==> config.mk <==
export PLATFORM = sky130hd
export DESIGN_NAME = dtab_addr_unit
export DESIGN_NICKNAME = d
export VERILOG_FILES = /design/src/rtl/dtab_pkg.sv /design/src/rtl/dtab_ctrl.sv /design/src/rtl/dtab_datapath.sv /design/src/rtl/dtab_addr_unit.sv
export SDC_FILE = /design/constraint.sdc
export NUM_CORES = 1
export LEC_CHECK = 0
export ABC_CLOCK_PERIOD_IN_PS = 7700
export BUFFER_PORTS_ARGS = -buffer_cell sky130_fd_sc_hd__buf_2
export CORE_AREA = 2 2 151 153
export CTS_CLUSTER_SIZE = 12
export DETAILED_ROUTE_END_ITERATION = 12
export DIE_AREA = 0 0 153 155
export PLACE_DENSITY = 0.71
export RECOVER_POWER = 50
export SYNTH_ARGS = -nofsm -noshare
export SYNTH_HDL_FRONTEND = slang
export SYNTH_SLANG_ARGS = --single-unit
==> constraint.sdc <==
create_clock -name clk -period 7.7 [get_ports clk]
set_clock_uncertainty 0.2 [all_clocks]
set_input_delay 1.155 -clock clk [delete_from_list [all_inputs] [get_ports clk]]
set_output_delay 1.155 -clock clk [all_outputs]
set_load 0.03 [all_outputs]
==> src/rtl/dtab_pkg.sv <==
package dtab_pkg;

  localparam int NUM_TABLES = 3;

  typedef enum logic [1:0] {
    TBL_GLOBAL = 2'd0,
    TBL_LOCAL  = 2'd1,
    TBL_INTR   = 2'd2,
    TBL_NONE   = 2'd3
  } tableSel_t;

  // strobes from control to datapath
  typedef struct packed {
    logic [NUM_TABLES-1:0] wrTable;
    logic                  privDeny;
    logic                  lookupGo;
    tableSel_t             lookupTable;
    logic                  readGo;
  } ctrlStrobes_t;

endpackage

==> src/rtl/dtab_ctrl.sv <==
module dtab_ctrl
  import dtab_pkg::*;
#(
  parameter int SEL_W = 16,
  parameter int TI_BIT = 2
) (
  input  logic             loadEn,
  input  logic [1:0]       loadSel,
  input  logic [1:0]       curPriv,
  input  logic             readEn,
  input  logic             lkValid,
  input  logic             lkIntr,
  input  logic [SEL_W-1:0] lkSelector,
  output ctrlStrobes_t     strobes
);

  logic loadTargetOk;
  logic privOk;

  assign loadTargetOk = (loadSel != TBL_NONE);
  assign privOk       = (curPriv == 2'd0);

  always_comb begin
    strobes          = '0;
    strobes.privDeny = loadEn && loadTargetOk && !privOk;
    for (int t = 0; t < NUM_TABLES; t++) begin
      strobes.wrTable[t] = loadEn && privOk && (loadSel == 2'(t));
    end
    strobes.readGo   = readEn;
    strobes.lookupGo = lkValid;
    if (lkIntr) begin
      strobes.lookupTable = TBL_INTR;
    end else if (lkSelector[TI_BIT]) begin
      strobes.lookupTable = TBL_LOCAL;
    end else begin
      strobes.lookupTable = TBL_GLOBAL;
    end
  end

endmodule

==> src/rtl/dtab_datapath.sv <==
module dtab_datapath
  import dtab_pkg::*;
#(
  parameter int BASE_W  = 32,
  parameter int LIMIT_W = 16,
  parameter int SEL_W   = 16,
  parameter int VEC_W   = 8,
  parameter int STRIDE_LOG2 = 3
) (
  input  logic               clk,
  input  logic               rstN,
  input  ctrlStrobes_t       strobes,
  input  logic [BASE_W-1:0]  loadBase,
  input  logic [LIMIT_W-1:0] loadLimit,
  input  logic [1:0]         readSel,
  input  logic [SEL_W-1:0]   lkSelector,
  input  logic [VEC_W-1:0]   lkVector,
  output logic               loadDone,
  output logic               readValid,
  output logic [BASE_W-1:0]  readBase,
  output logic [LIMIT_W-1:0] readLimit,
  output logic               addrValid,
  output logic [BASE_W-1:0]  addrOut,
  output logic               faultValid,
  output logic [1:0]         faultCause
);

  localparam int IDX_W = SEL_W - STRIDE_LOG2;
  localparam int OFF_W = IDX_W + STRIDE_LOG2;
  localparam int CMP_W = (OFF_W > LIMIT_W) ? OFF_W : LIMIT_W;

  logic [BASE_W-1:0]  baseReg  [NUM_TABLES];
  logic [LIMIT_W-1:0] limitReg [NUM_TABLES];

  // table registers, one write port each
  for (genvar t = 0; t < NUM_TABLES; t++) begin : g_table
    always_ff @(posedge clk) begin
      if (!rstN) begin
        baseReg[t]  <= '0;
        limitReg[t] <= '0;
      end else if (strobes.wrTable[t]) begin
        baseReg[t]  <= loadBase;
        limitReg[t] <= loadLimit;
      end
    end
  end

  // index extraction
  logic [IDX_W-1:0]   index;
  logic [OFF_W-1:0]   offset;
  logic [CMP_W-1:0]   lastByte;
  logic [CMP_W-1:0]   limitExt;
  logic [BASE_W-1:0]  selBase;
  logic [LIMIT_W-1:0] selLimit;
  logic [BASE_W-1:0]  descAddr;
  logic               overLimit;

  always_comb begin
    if (strobes.lookupTable == TBL_INTR) begin
      index = IDX_W'(lkVector);
    end else begin
      index = lkSelector[SEL_W-1:STRIDE_LOG2];
    end
    offset = {index, {STRIDE_LOG2{1'b0}}};
  end

  always_comb begin
    selBase  = '0;
    selLimit = '0;
    for (int t = 0; t < NUM_TABLES; t++) begin
      if (strobes.lookupTable == tableSel_t'(t)) begin
        selBase  = baseReg[t];
        selLimit = limitReg[t];
      end
    end
  end

  assign lastByte  = CMP_W'(offset) | CMP_W'({STRIDE_LOG2{1'b1}});
  assign limitExt  = CMP_W'(selLimit);
  assign overLimit = lastByte > limitExt;
  assign descAddr  = selBase + BASE_W'(offset);

  // read-back mux
  logic [BASE_W-1:0]  rdBaseMux;
  logic [LIMIT_W-1:0] rdLimitMux;

  always_comb begin
    rdBaseMux  = '0;
    rdLimitMux = '0;
    for (int t = 0; t < NUM_TABLES; t++) begin
      if (readSel == 2'(t)) begin
        rdBaseMux  = baseReg[t];
        rdLimitMux = limitReg[t];
      end
    end
  end

  logic lookupOk;
  logic lookupBad;
  assign lookupOk  = strobes.lookupGo && !overLimit;
  assign lookupBad = strobes.lookupGo && overLimit;

  always_ff @(posedge clk) begin
    if (!rstN) begin
      loadDone   <= 1'b0;
      readValid  <= 1'b0;
      readBase   <= '0;
      readLimit  <= '0;
      addrValid  <= 1'b0;
      addrOut    <= '0;
      faultValid <= 1'b0;
      faultCause <= '0;
    end else begin
      loadDone   <= |strobes.wrTable;
      readValid  <= strobes.readGo;
      readBase   <= strobes.readGo ? rdBaseMux : '0;
      readLimit  <= strobes.readGo ? rdLimitMux : '0;
      addrValid  <= lookupOk;
      addrOut    <= lookupOk ? descAddr : '0;
      faultValid <= lookupBad || strobes.privDeny;
      faultCause <= {lookupBad, strobes.privDeny};
    end
  end

endmodule

==> src/rtl/dtab_addr_unit.sv <==
module dtab_addr_unit
  import dtab_pkg::*;
#(
  parameter int BASE_W  = 32,
  parameter int LIMIT_W = 16,
  parameter int SEL_W   = 16,
  parameter int VEC_W   = 8
) (
  input  logic               clk,
  input  logic               rstN,
  input  logic [1:0]         curPriv,
  input  logic               loadEn,
  input  logic [1:0]         loadSel,
  input  logic [BASE_W-1:0]  loadBase,
  input  logic [LIMIT_W-1:0] loadLimit,
  input  logic               readEn,
  input  logic [1:0]         readSel,
  input  logic               lkValid,
  input  logic               lkIntr,
  input  logic [SEL_W-1:0]   lkSelector,
  input  logic [VEC_W-1:0]   lkVector,
  output logic               loadDone,
  output logic               readValid,
  output logic [BASE_W-1:0]  readBase,
  output logic [LIMIT_W-1:0] readLimit,
  output logic               addrValid,
  output logic [BASE_W-1:0]  addrOut,
  output logic               faultValid,
  output logic [1:0]         faultCause
);

  ctrlStrobes_t strobes;

  dtab_ctrl #(.SEL_W(SEL_W), .TI_BIT(2)) ctrl_i (
    .loadEn     (loadEn),
    .loadSel    (loadSel),
    .curPriv    (curPriv),
    .readEn     (readEn),
    .lkValid    (lkValid),
    .lkIntr     (lkIntr),
    .lkSelector (lkSelector),
    .strobes    (strobes)
  );

  dtab_datapath #(
    .BASE_W(BASE_W), .LIMIT_W(LIMIT_W), .SEL_W(SEL_W),
    .VEC_W(VEC_W), .STRIDE_LOG2(3)
  ) dp_i (
    .clk        (clk),
    .rstN       (rstN),
    .strobes    (strobes),
    .loadBase   (loadBase),
    .loadLimit  (loadLimit),
    .readSel    (readSel),
    .lkSelector (lkSelector),
    .lkVector   (lkVector),
    .loadDone   (loadDone),
    .readValid  (readValid),
    .readBase   (readBase),
    .readLimit  (readLimit),
    .addrValid  (addrValid),
    .addrOut    (addrOut),
    .faultValid (faultValid),
    .faultCause (faultCause)
  );

endmodule

Word level (Yosys, flattened, before mapping):

Memories as Yosys holds them, arrays and structs flattened.
Index checks and enable logic that the tools add are counted.

* add/subtract/negate cells: 1
* $lt $le $gt $ge: 1
* eq/ne operators: 7
* muxes and demuxes: 31
* bitwise logic cells: 6
* reductions and logical operators: 18

Operators with widths (count)
* $mux 32: 9
* $mux 16: 9
* $add 32x16->32: 1
* $gt 16x16->1: 1
* $mux 13: 1
* $mux 1: 11
* $logic_and 1x1->1: 8
* $logic_not 2->1: 4
* $eq 2x1->1 const B: 3
* $eq 2x2->1 const B: 3
* $or 1x1->1: 6
* $reduce_and 2->1: 2
* $reduce_or 3->1: 1
* $logic_not 1->1: 2
* $mux 2: 1
* $ne 2x2->1 const B: 1
* $logic_or 1x1->1: 1

* flip-flop bits (word level): 86
* RAM bits: 144
* bits of input ports: 84
* word-level logic and storage cells: 74
* memories kept: 2

Memories
* dp_i.baseReg: words 3, width 32, read ports 3, clocked after Yosys merged registers in 0, wr ports 3, RTL line dtab_datapath.sv:32 `logic [BASE_W-1:0] baseReg [NUM_TABLES];`
* dp_i.limitReg: words 3, width 16, read ports 3, clocked after Yosys merged registers in 0, wr ports 3, RTL line dtab_datapath.sv:33 `logic [LIMIT_W-1:0] limitReg [NUM_TABLES];`

Logic depth before layout (Yosys ltp):

Gate-level depths: netlist of run 1.

* word-level depth: 10
* mapped depth: 16

By module:

From an unflattened synthesis of run 1, not the netlist that was laid out.

* cells, all modules: 990
* area, all modules: 10831.6 µm²

By module, submodules not included
* dtab_datapath: times used 1, cells an instance 980, area an instance 10736.5 µm², sequential area each 6045.8 µm²
* dtab_ctrl: times used 1, cells an instance 10, area an instance 95.1 µm², sequential area each 0.0 µm²

Worst setup path before layout of run 1:

OpenSTA, ideal clock, no wires.

* path kind: in2reg
* start: in curPriv[1]
* end: mem dp_i.baseReg[0][0] (enable)
* setup time: 0.526 ns
* arrival time: 5.014 ns
* required time: 6.974 ns
* slack: 1.960 ns
* cell stages on the path: 3
* path buffers: 0
* cells stage by stage: nor2_1 nand2_1 o31ai_1

RTL lines
* start, declared: RTL line dtab_addr_unit.sv:11 `input logic [1:0] curPriv,`
* end, declared: RTL line dtab_datapath.sv:32

Worst setup path after layout of run 1:

* start: in lkSelector[2]
* end: reg dp_i.addrOut[15]

* longest elaborated chain between the ends: 10
* elaborated cells between the ends (all ways): 17

RTL lines
* start, declared: RTL line dtab_addr_unit.sv:20 `input logic [SEL_W-1:0] lkSelector,`
* $mux 1 (*): RTL line dtab_ctrl.sv:33 `end else if (lkSelector[TI_BIT]) begin`
* $mux 2 (*): RTL line dtab_ctrl.sv:31 `if (lkIntr) begin`
* $logic_not 2->1: RTL line dtab_datapath.sv:71 `if (strobes.lookupTable == tableSel_t'(t)) begin`
* $mux 16 (3 in series): RTL line dtab_datapath.sv:71
* $gt 16x16->1: RTL line dtab_datapath.sv:80 `assign overLimit = lastByte > limitExt;`
* $logic_not 1->1: RTL line dtab_datapath.sv:100 `assign lookupOk = strobes.lookupGo && !overLimit;`
* $logic_and 1x1->1: RTL line dtab_datapath.sv:100
* $reduce_and 2->1 (no line)
* end signal, assigned: RTL line dtab_datapath.sv:119 `addrOut <= lookupOk ? descAddr : '0;`
* end, declared: RTL line dtab_datapath.sv:23 `output logic [BASE_W-1:0] addrOut,`

Mark *: on every way between the ends. The rest lies on a longest branch, timed or not.
A chain may end at the register's enable or synchronous reset.

==> results of run 1 <==
[per-layer routing]
metal	vias to the layer above	global-route usage (%)
met3	64	4.46
met1	3761	27.2
met5	-	0
li1	3814	-
met4	2	8.99
met2	251	40.0
[cells in the final DEF (no fill, tap or decap), drive strengths merged, types with 2 or more instances in the layout]
master / n
a21o: 12
ha: 26
o21a: 7
and2: 145
or3: 3
nor2b: 7
a211oi: 2
nor4: 5
nor2: 141
and3: 7
a21oi: 91
edfxtp: 144
a31o: 4
o211ai: 4
inv: 9
clkbuf: 133
diode: 4
buf: 89
a31oi: 2
xor2: 7
nand4: 7
nor3: 8
clkinv: 3
nand2: 36
nor3b: 5
dfxtp: 86
xnor2: 4
nand3: 13
mux2: 18
o21ai: 34
mux2i: 95
o31ai: 3
[logic make-up (layout without fill, tap and decap cells)]
kind of cell,Yosys count,after routing
DFF,230,230
muxes,113,113
adders and majority gates,27,27
xor gates and xnor gates,11,11
and+or+nand+nor,384,384
other,0,4
buffers and inverters,66,234
AOI/OAI and AO/OA,165,165
[layout make-up]
class	count	area, um2	share of cell area [%]
Timing Repair Buffer	181	816	6.49
Sequential cell	230	6050	48.1
Inverter	9	33.8	0.269
Tap cell	285	357	2.84
Clock buffer	41	726	5.78
Clock inverter	3	15.0	0.120
Antenna cell	4	10.0	0.0797
Multi-Input combinational cell	700	4560	36.3
[power by group]
part           switching, mW  total (mW)  internal [mW]
Clock                  0.450        1.09          0.636
Sequential            0.0308        1.41           1.38
Combinational          0.262       0.399          0.138
Total                  0.743        2.90           2.16
[sequential cells by signal, indices dropped and copies added, names as in the netlist]
name / cells
dp_i.readBase: 32
dp_i.readLimit: 16
dp_i.loadDone: 1
dp_i.faultValid: 1
dp_i.addrOut: 32
dp_i.readValid: 1
dp_i.addrValid: 1
dp_i.faultCause: 2
dp_i.baseReg: 96
dp_i.limitReg: 48
[worst min-delay path by stage]
stage                                                  from                           end  slack [ps]  cells after the start
after floorplan           dp_i.baseReg[2][17]$_SDFFCE_PN0P_  dp_i.readBase[17]$_SDFF_PN0_         270                      2
after global placement    dp_i.limitReg[2][0]$_SDFFCE_PN0P_  dp_i.readLimit[0]$_SDFF_PN0_         290                      2
after detailed placement  dp_i.limitReg[2][0]$_SDFFCE_PN0P_  dp_i.readLimit[0]$_SDFF_PN0_         290                      2
after CTS                 dp_i.limitReg[2][8]$_SDFFCE_PN0P_  dp_i.readLimit[8]$_SDFF_PN0_         310                      2
after global routing      dp_i.limitReg[2][0]$_SDFFCE_PN0P_  dp_i.readLimit[0]$_SDFF_PN0_         320                      2
final                     dp_i.limitReg[2][8]$_SDFFCE_PN0P_  dp_i.readLimit[8]$_SDFF_PN0_         310                      2
[tightest hold or removal path, stage by stage, from the launching register on]
cell and delay, ps:
edfxtp_1 340, a21oi_1 60, nor2_1 70
==> summary.txt, run 1 <==
Outcome
  • Status: complete, but fails checks
  • Failing checks: max-capacitance violations, max-slew violations

Logic synthesis
  • Yosys Warn Count: 0
  • Sequential fraction of the synthesis area: 55.8%
  • Post-synthesis xor/xnor area fraction: 0.889%
  • Count leader, synth: and2_1
  • Avg Inst Size Synth: 10.9 um2
  • Async SR Flop Fraction: 0%
  • Mux share of post-synthesis cell area: 10.8%
  • Share of the synthesized area in the top cell type: 39.9%
  • Adder-Cell Fraction of Synth Area: 3.19%
  • Top FF cell, synth: edfxtp_1
  • Synth Area in Compound Gates: 8.64%
  • Largest family of logic cells by synthesized area: simple AND/OR/NAND/NOR gates
  • Synth top area cells: edfxtp_1 40%, dfxtp_1 16%, mux2i_1 8.6%, and2_1 8.4%, nor2_1 4.9%
  • Cell Area, Synth: 0.0108 mm2
  • EDFF count, synth: 144
  • Cell count after synthesis: 996
  • Syn Nets: 1107
  • Seq cells post-synth: 230
  • Distinct cells, synth: 52
  • Simple-gate share of the synthesized area: 18.2%
  • Synth top cells by count: 145 x and2_1, 144 x edfxtp_1, 141 x nor2_1, 93 x mux2i_1, 91 x a21oi_1
  • Synth area leader: edfxtp_1

Finish
  • Area growth, synth to finish: 16.0%
  • Design area: 0.0126 mm2
  • Filler cells: 1933
  • Share of cells above drive strength 1: 13.3%
  • Fin nets: 1257
  • Final Util: 56.5%
  • Final cell count without fillers: 1453

Power and ir drop
  • Worst-case vdd ir drop: 0.000131 V
  • P_leak: 4.95 nW
  • Power Total: 2.90 mW
  • Power per cell area: 231 mW/mm2

Floorplan
  • Initial core utilization: 48.7%
  • Die area: 0.0237 mm2
  • Ports: 170
  • Site Rows: 55
  • Die span in y: 155 um
  • Die X: 153 um
  • Core area: 0.0222 mm2

Clock tree
  • Num CTS Buffers: 24
  • CTS resizes: 0
  • Max Root-Sink Buffers: 3
  • Number of setup buffers added after CTS: 0
  • CTS hold repair buffers: 0
  • Depth of the CTS H-tree: 1
  • CTS tree: yes
  • Clk sinks: 230
  • Clock transition at the registers of the reported paths: 60 ps
  • Root buffer cell: clkbuf_16
  • Clk Latency, worst-skew pair: 520 ps

GRT
  • Number of global-route vias before repair: 7877
  • Gr ovfl total: 0
  • Initial antenna violation count: 4
  • First-pass GRT wire length: 41.8 mm
  • Total GRT Usage: 22.6%
  • Largest net degree at the start of global routing: 50

STA
  • Fin crit share: 58.2%
  • Hold Slack: 307 ps
  • Final Setup Violations: 0
  • Minimum clock period: 4480 ps
  • Final slew viol count: 246
  • RSZ-0062 raised after global routing: no
  • Worst Tran Pin Value: 3290 ps
  • Final hold violations: 0
  • Max Clk Rate: 223 MHz
  • Setup_tns: 0 ps
  • Slew HR: -120%
  • Setup ws final: 3220 ps

Worst setup path
  • CP startpoint kind: input port
  • Critical Path End: dp_i.addrOut[15]$_SDFF_PN0_
  • Worst EP required: 7880 ps
  • Worst R2R Start: dp_i.baseReg[1][3]$_SDFFCE_PN0P_
  • Levels on crit path: 13
  • Arr. time, crit path: 4660 ps
  • Worst Path Max Fanout: 37
  • CP startpoint: lkSelector[2]
  • Slowest CP cell: buf_4
  • R2R Setup Slk: 4410 ps
  • Worst path max stage delay: 630 ps
  • R2R cell count: 10
  • CP Cell Sequence: buf_2 > buf_4 > mux2i_1 > nor2_1 > a21oi_1 > ha_1 > and3_1 > o21ai_0 > and3_1 > o211a_1 > o21ai_2 > buf_4 > nor2_1
  • WP buf/inv: 3
  • Crit Reg-Reg Endpoint: dp_i.addrOut[19]$_SDFF_PN0_
  • Critical path class: input port to flop
  • CP top delay family: buffers and inverters
  • Crit end category: flop

Routing
  • Drt pass-1 iters: 4
  • Routed Antenna Nets: 0
  • Top sig layer: met5
  • Routed wl met2: 13.3 mm
  • M1 wire length: 10.9 mm
  • Vias/cell: 5.43
  • DR iter-0 viols: 436
  • Final WL: 27.1 mm
  • Average routed wire per standard cell: 18.6 um
  • Met3 wire len: 1.84 mm
  • Vias: 7892
  • Post-route DRC: 0

Min path
  • Hold Path Class: flop to flop

Placed design
  • HPWL after detailed placement: 17.0 mm
  • Placed cell count: 1405
  • Input/output buffers: 167
  • GPL Wtd Cong: 0.835
  • Pre-CTS WS: 2760 ps
  • Cell Area, Placed: 0.0120 mm2

Run
  • # Max-Cap Violations: 5
(Power assumes the default switching activity.)
==> run 2: changes to the inputs <==
- ABC_AREA: default -> 1
- ABC_CLOCK_PERIOD_IN_PS: 7700 -> 4300
- CORE_AREA: 2 2 151 153 -> 2 2 152 154
- DIE_AREA: 0 0 153 155 -> 0 0 154 156
- clock period: 7.7 -> 4.3 ns (I/O delays scaled with it)
==> run 2 against run 1 <==
  * The run still ends with max-capacitance violations, max-slew violations left
  * Die area up 1.3%
  * Count of clock-buffer cells in the layout decreased by 3
  * Global-route usage rose by 1.7 points
  * First-iteration DRC count is 66% higher
  * Worst setup slack got worse by 2300 ps
  * Synthesized cell count up 32%
  * Register-to-register slack worse by 2900 ps
  * Total power up 81%
  * Combinational power up 95%
  * Critical path type unchanged
==> summary.txt, run 2 <==
Outcome
  • Status: complete, but fails checks
  • Failing checks: max-capacitance violations, max-slew violations

Power and ir drop
  • P_leak: 6.25 nW (+26%)
  • Power per cell area: 410 mW/mm2 (+78%)
  • Worst-case vdd ir drop: 0.000280 V (+110%)

GRT
  • Gr ovfl total: 0 (unchanged)
  • Number of global-route vias before repair: 8706 (+11%)
  • Total GRT Usage: 24.3% (+1.7 points)
  • Largest net degree at the start of global routing: 49 (-2.0%)
  • Initial antenna violation count: 0 (-4)
  • First-pass GRT wire length: 45.4 mm (+8.4%)

Min path
  • Hold Path Origin: curPriv[0]
  • Hold depth: 2 (unchanged)
  • Hold Path Sink: dp_i.loadDone$_SDFF_PN0_
  • Hold Path Class: input port to flop

Routing
  • Top sig layer: met4
  • Met3 wire len: 2.75 mm (+50%)
  • Vias: 9219 (+17%)
  • Drt pass-1 iters: 7 (+3)
  • Post-route DRC: 0 (unchanged)
  • Routed Antenna Nets: 0 (unchanged)
  • M1 wire length: 12.0 mm (+9.4%)
  • Routed wl met2: 13.7 mm (+3.5%)
  • Average routed wire per standard cell: 16.4 um (-12%)
  • Vias/cell: 5.17 (-4.9%)
  • DR iter-0 viols: 725 (+66%)
  • Final WL: 29.3 mm (+8.0%)

Worst setup path
  • Worst EP required: 4530 ps (-3350 ps)
  • Arr. time, crit path: 3570 ps (-1090 ps)
  • Worst path max stage delay: 390 ps (-240 ps)
  • Critical path class: input port to flop
  • Slowest CP cell: buf_2
  • R2R cell count: 12 (+2)
  • Crit Reg-Reg Endpoint: dp_i.addrOut[18]$_SDFF_PN0_
  • CP startpoint kind: input port
  • Worst Path Max Fanout: 24 (-35%)
  • Worst R2R Start: dp_i.limitReg[2][15]$_SDFFCE_PN0P_
  • Crit end category: flop
  • CP Cell Sequence: buf_2 > inv_2 > nand2_2 > o21ai_0 > ha_1 > nand2_1 > nor2_1 > nand3_1 > nor2_1 > nand3_2 > nand2_2 > nand3_4 > nor3_1
  • R2R Setup Slk: 1560 ps (-2850 ps)

STA
  • Worst Tran Pin Value: 2730 ps (-566 ps)
  • Final slew viol count: 147 (-40%)
  • Minimum clock period: 3340 ps
  • Final Setup Violations: 0 (unchanged)
  • Max Clk Rate: 300 MHz
  • Slew HR: -81.9% (+38 points)
  • Final hold violations: 0 (unchanged)
  • RSZ-0062 raised after global routing: no
  • Fin crit share: 77.6%
  • Setup_tns: 0 ps (unchanged)

Floorplan
  • Core area: 0.0224 mm2 (+0.62%)
  • Die span in y: 156 um (+0.65%)
  • Ports: 170 (unchanged)
  • Die X: 154 um (+0.65%)
  • Die area: 0.0240 mm2 (+1.3%)
  • Initial core utilization: 49.3% (+0.58 points)
  • Site Rows: 55 (unchanged)

Logic synthesis
  • Sequential fraction of the synthesis area: 54.8% (-1.0 points)
  • Syn Nets: 1430 (+29%)
  • Count leader, synth: inv_1
  • Distinct cells, synth: 36 (-31%)
  • Synth area leader: edfxtp_1
  • Top FF cell, synth: edfxtp_1
  • Avg Inst Size Synth: 8.36 um2 (-23%)
  • Share of the synthesized area in the top cell type: 39.2% (-0.72 points)
  • Synth top area cells: edfxtp_1 39%, dfxtp_1 16%, inv_1 8.7%, nand2_1 8.5%, nor2_1 8.2%
  • Cell Area, Synth: 0.0110 mm2 (+1.8%)
  • Cell count after synthesis: 1319 (+32%)
  • Yosys Warn Count: 0 (unchanged)
  • EDFF count, synth: 144 (unchanged)
  • Async SR Flop Fraction: 0% (unchanged)
  • Seq cells post-synth: 230 (unchanged)
  • Synth top cells by count: 257 x inv_1, 249 x nand2_1, 240 x nor2_1, 144 x edfxtp_1, 86 x dfxtp_1

Finish
  • Most common cell after layout, fill and taps aside: inv_1
  • Most frequent cells in the layout: 257 x inv_1, 247 x nand2_1, 239 x nor2_1, 144 x edfxtp_1, 95 x buf_2
  • Largest regs: dp_i.baseReg (96), dp_i.limitReg (48)
  • Share of cells above drive strength 1: 11.7% (-1.6 points)
  • Biggest register: dp_i.baseReg
  • Area growth, synth to finish: 16.3%
  • Ant. Diodes: 0 (-4)
  • Final Util: 57.4% (+0.86 points)
  • Fin nets: 1592 (+27%)
  • Max reg flops: 96 (unchanged)

Clock tree
  • CTS resizes: 0 (unchanged)
  • Num CTS Buffers: 25 (+4.2%)
  • Number of setup buffers added after CTS: 0 (unchanged)
  • Clk sinks: 230 (unchanged)
  • CTS hold repair buffers: 0 (unchanged)
  • Depth of the CTS H-tree: 1 (unchanged)
  • Max Root-Sink Buffers: 3 (unchanged)
  • Clock transition at the registers of the reported paths: 60 ps (about the same)
  • Clk Latency, worst-skew pair: 520 ps (about the same)
  • Root buffer cell: clkbuf_16
  • CTS tree: yes

Placed design
  • GPL Wtd Cong: 0.862 (+3.2%)
  • Input/output buffers: 167 (unchanged)
  • HPWL after detailed placement: 19.4 mm (+14%)

Run
  • # Max-Cap Violations: 3 (-2)
-- run 2: how the worst max path moves through the flow --
| stage | slack (ps) | cells past startpoint | endpoint | from |
|---|---|---|---|---|
| final | 960 | 13 | dp_i.addrOut[18]$_SDFF_PN0_ | lkIntr |
| after global routing | 700 | 15 | dp_i.addrOut[5]$_SDFF_PN0_ | lkIntr |
| after CTS | 980 | 13 | dp_i.addrOut[5]$_SDFF_PN0_ | lkIntr |
| after detailed placement | 450 | 13 | dp_i.addrOut[18]$_SDFF_PN0_ | lkIntr |
| after global placement | 490 | 13 | dp_i.addrOut[18]$_SDFF_PN0_ | lkIntr |
| after floorplan | 1140 | 16 | dp_i.addrOut[31]$_SDFF_PN0_ | lkSelector[2] |
-- run 2: layout make-up --
class	count	area, um2
tap	285	357
clock buffer	38	714
timing repair buffer	188	905
clock inverter	7	33.8
sequential	230	6050
fill	2017	9530
inverter	260	976
multi-input combinational	776	3800
-- run 2: kinds of logic after synthesis --
group,share of synthesized area [%]
AND/OR/NAND/NOR,21.2
buffers and inverters,10.9
flip-flops,54.8
AO/OA/AOI/OAI,9.41
adder cells (fa/ha/maj),3.13
XOR/XNOR,0.556
-- run 2: metal layers --
| metal | track usage (%) | vias up |
|---|---|---|
| li1 | - | 4531 |
| met1 | 31.6 | 4240 |
| met2 | 41.1 | 389 |
| met3 | 4.75 | 59 |
| met4 | 7.83 | 0 |
| met5 | 0 | - |
-- run 2: worst max-delay path: cells and delay by family --
family          cells  cell delay (ps)
compound gates      1              140
buf+inv             2              620
simple gates        9             1790
fa+ha+maj           1              310
-- run 2: stage by stage --
| step | area, um2 | std cells | hold WS (ps) | worst slack [ps] | total power [mW] |
|---|---|---|---|---|---|
| CTS | 12900 | 1784 | 88.2 | 976 | 5.29 |
| global route | 12800 | 1784 | 103 | 703 | 5.47 |
| global placement | 12200 | 1739 | 330 | 490 | 3.33 |
| detailed placement | 12200 | 1739 | 328 | 453 | 3.34 |
| floorplan | 11000 | 1319 | 292 | 1140 | 3.09 |
| finish | 12800 | 1784 | 98.3 | 962 | 5.26 |
-- run 2: power breakdown --
group,switching (mW),internal [mW],leakage (nW)
Combinational,0.550,0.230,3.80
Sequential,0.0427,2.47,2.08
Clock,0.825,1.14,0.364
==> run 3: changes to the inputs <==
- ABC_CLOCK_PERIOD_IN_PS: 4300 -> 3480
- clock period: 4.3 -> 3.48 ns (I/O delays scaled with it)
==> run 3 against run 2 <==
  * The flow now finishes without violations
  * Sequential cell count did not move
  * Clock power rose by 23%
  * Worst setup slack got worse by 360 ps
  * Cell count grew 0.67%
  * Sequential share of layout area shrank 0.37 points
  * Register-to-register slack got worse by 860 ps
  * Hold slack gained 5.1 ps
  * Count of clock-buffer cells in the layout unchanged
  * Critical path type unchanged
  * Combinational power increased by 26%
==> summary.txt, run 3 (same netlist as run 2, synthesis figures left out) <==
Placed design
  • GPL Wtd Cong: 0.864 (+0.23%)
  • Input/output buffers: 167 (unchanged)
  • Pre-CTS WS: 129 ps (-324 ps)
  • Placed cell count: 1749 (+0.58%)
  • Cell Area, Placed: 0.0123 mm2 (+0.92%)
  • HPWL after detailed placement: 20.1 mm (+3.5%)

Worst setup path
  • CP startpoint kind: input port
  • Critical path class: input port to flop
  • Worst EP required: 3710 ps (-820 ps)
  • Arr. time, crit path: 3100 ps (-470 ps)
  • Crit end category: flop
  • Worst Path Max Fanout: 24 (unchanged)
  • R2R cell count: 12 (unchanged)

Finish
  • Share of cells above drive strength 1: 11.4% (-0.36 points)
  • Most frequent cells in the layout: 257 x inv_1, 246 x nand2_1, 239 x nor2_1, 144 x edfxtp_1, 101 x clkbuf_1
  • Final Util: 57.8% (+0.46 points)
  • Biggest register: dp_i.baseReg
  • Design area: 0.0129 mm2 (+0.80%)
  • Largest regs: dp_i.baseReg (96), dp_i.limitReg (48)
  • Max reg flops: 96 (unchanged)
  • Area growth, synth to finish: 17.3%
  • Fin nets: 1604 (+0.75%)
  • Final cell count without fillers: 1796 (+0.67%)
  • Ant. Diodes: 0 (unchanged)
  • Most common cell after layout, fill and taps aside: inv_1

GRT
  • First-pass GRT wire length: 45.8 mm (+0.90%)
  • Initial antenna violation count: 0 (unchanged)
  • Largest net degree at the start of global routing: 50 (+2.0%)
  • Total GRT Usage: 24.5% (+0.18 points)
  • Number of global-route vias before repair: 8669 (-0.42%)
  • Gr ovfl total: 0 (unchanged)

Routing
  • Vias/cell: 5.21 (+0.87%)
  • Drt pass-1 iters: 7 (unchanged)
  • Vias: 9362 (+1.6%)
  • DR iter-0 viols: 801 (+10%)
  • Routed Antenna Nets: 0 (unchanged)
  • Average routed wire per standard cell: 16.5 um (+0.62%)
  • Post-route DRC: 0 (unchanged)
  • Final WL: 29.6 mm (+1.3%)

Power and ir drop
  • P_sw: 1.77 mW (+25%)
  • Internal power: 4.74 mW (+23%)
  • Logic gate share of total power: 15.0% (+0.2 points)
  • Power per cell area: 503 mW/mm2 (+23%)
  • P_leak: 6.24 nW (about the same)
  • Sw frac: 27.2% (+0.23 points)
  • Power Total: 6.51 mW (+24%)
  • Flop pwr share: 47.8% (about the same)
  • Worst-case vdd ir drop: 0.000314 V (+12%)
  • Clk pwr share: 37.2% (about the same)

Floorplan
  • Die span in y: 156 um (unchanged)
  • Initial core utilization: 49.3% (unchanged)
  • Die area: 0.0240 mm2 (unchanged)
  • Ports: 170 (unchanged)
  • Die X: 154 um (unchanged)
  • Core area: 0.0224 mm2 (unchanged)
  • Site Rows: 55 (unchanged)

STA
  • Max Clk Rate: 348 MHz
  • Final Setup Violations: 0 (unchanged)
  • Final hold violations: 0 (unchanged)
  • Setup ws final: 606 ps (-356 ps)
  • Minimum clock period: 2870 ps
  • Setup_tns: 0 ps (unchanged)
  • Slew HR: 15.6% (+98 points)
  • Worst Tran Pin Value: 1270 ps (-1460 ps)
  • Hold Slack: 103 ps (+5.07 ps)
  • Fin crit share: 82.6%
  • RSZ-0062 raised after global routing: no
  • Final slew viol count: 0 (-100%)

Clock tree
  • Num CTS Buffers: 25 (unchanged)
  • Clk sinks: 230 (unchanged)
  • CTS tree: yes
  • Clock transition at the registers of the reported paths: 60 ps (about the same)
  • CTS resizes: 0 (unchanged)
  • Clk Latency, worst-skew pair: 520 ps (about the same)
  • Depth of the CTS H-tree: 1 (unchanged)
  • Root buffer cell: clkbuf_16
  • Number of setup buffers added after CTS: 0 (unchanged)
  • Max Root-Sink Buffers: 3 (unchanged)

Outcome
  • Status: completed

Min path
  • Hold depth: 3 (+1)
  • Hold Path Class: input port to flop

Run
  • # Max-Cap Violations: 0 (-3)
-- run 3: metal layers --
metal | GRT usage, % | wire length [um]
met1 | 32.5 | 12200
met2 | 41.3 | 14100
met3 | 3.81 | 2600
met4 | 7.74 | 733
met5 | 0 | 0
-- run 3: final timing paths --
path,slack [ps],endpoint,start
hold / removal,100,dp_i.faultCause[0]$_SDFF_PN0_,curPriv[0]
hold reg to reg,340,dp_i.addrOut[1]$_SDFF_PN0_,dp_i.baseReg[0][1]$_SDFFCE_PN0P_
setup reg to reg,700,dp_i.addrOut[8]$_SDFF_PN0_,dp_i.limitReg[2][15]$_SDFFCE_PN0P_
setup / recovery,610,dp_i.addrOut[8]$_SDFF_PN0_,lkSelector[2]
-- run 3: power groups by stage --
stage          logic, mW  registers [mW]  clock network, mW
3_5_place_dp       0.988            3.16                  0
6_report           0.979            3.11               2.42
2_1_floorplan      0.549            3.27                  0
3_3_place_gp       0.972            3.16                  0
5_1_grt             1.09            3.12               2.55
4_1_cts            0.994            3.11               2.45
-- run 3: cell type report --
type / instances / area (um2)
Fill cell: 2017 / 9430
Sequential cell: 230 / 6050
Multi-Input combinational cell: 776 / 3800
Timing Repair Buffer: 200 / 1010
Inverter: 260 / 976
Clock buffer: 38 / 704
Tap cell: 285 / 357
Clock inverter: 7 / 38.8
-- run 3: timing repair --
action / CTS / global route
endpoints found under the hold margin: 1 / 0
setup endpoints to repair: 0 / 0
hold buffers: 2 / 0
-- run 3: critical path, cell delays in order --
cell	delay (ps)
buf_2	170
nor2_2	70
buf_4	210
a22oi_1	190
o21ai_0	120
ha_1	310
nand2_1	60
nor2_1	160
nand3_1	110
nor2_1	220
nand3_2	160
nand2_2	150
nand3_4	350
a21oi_1	260
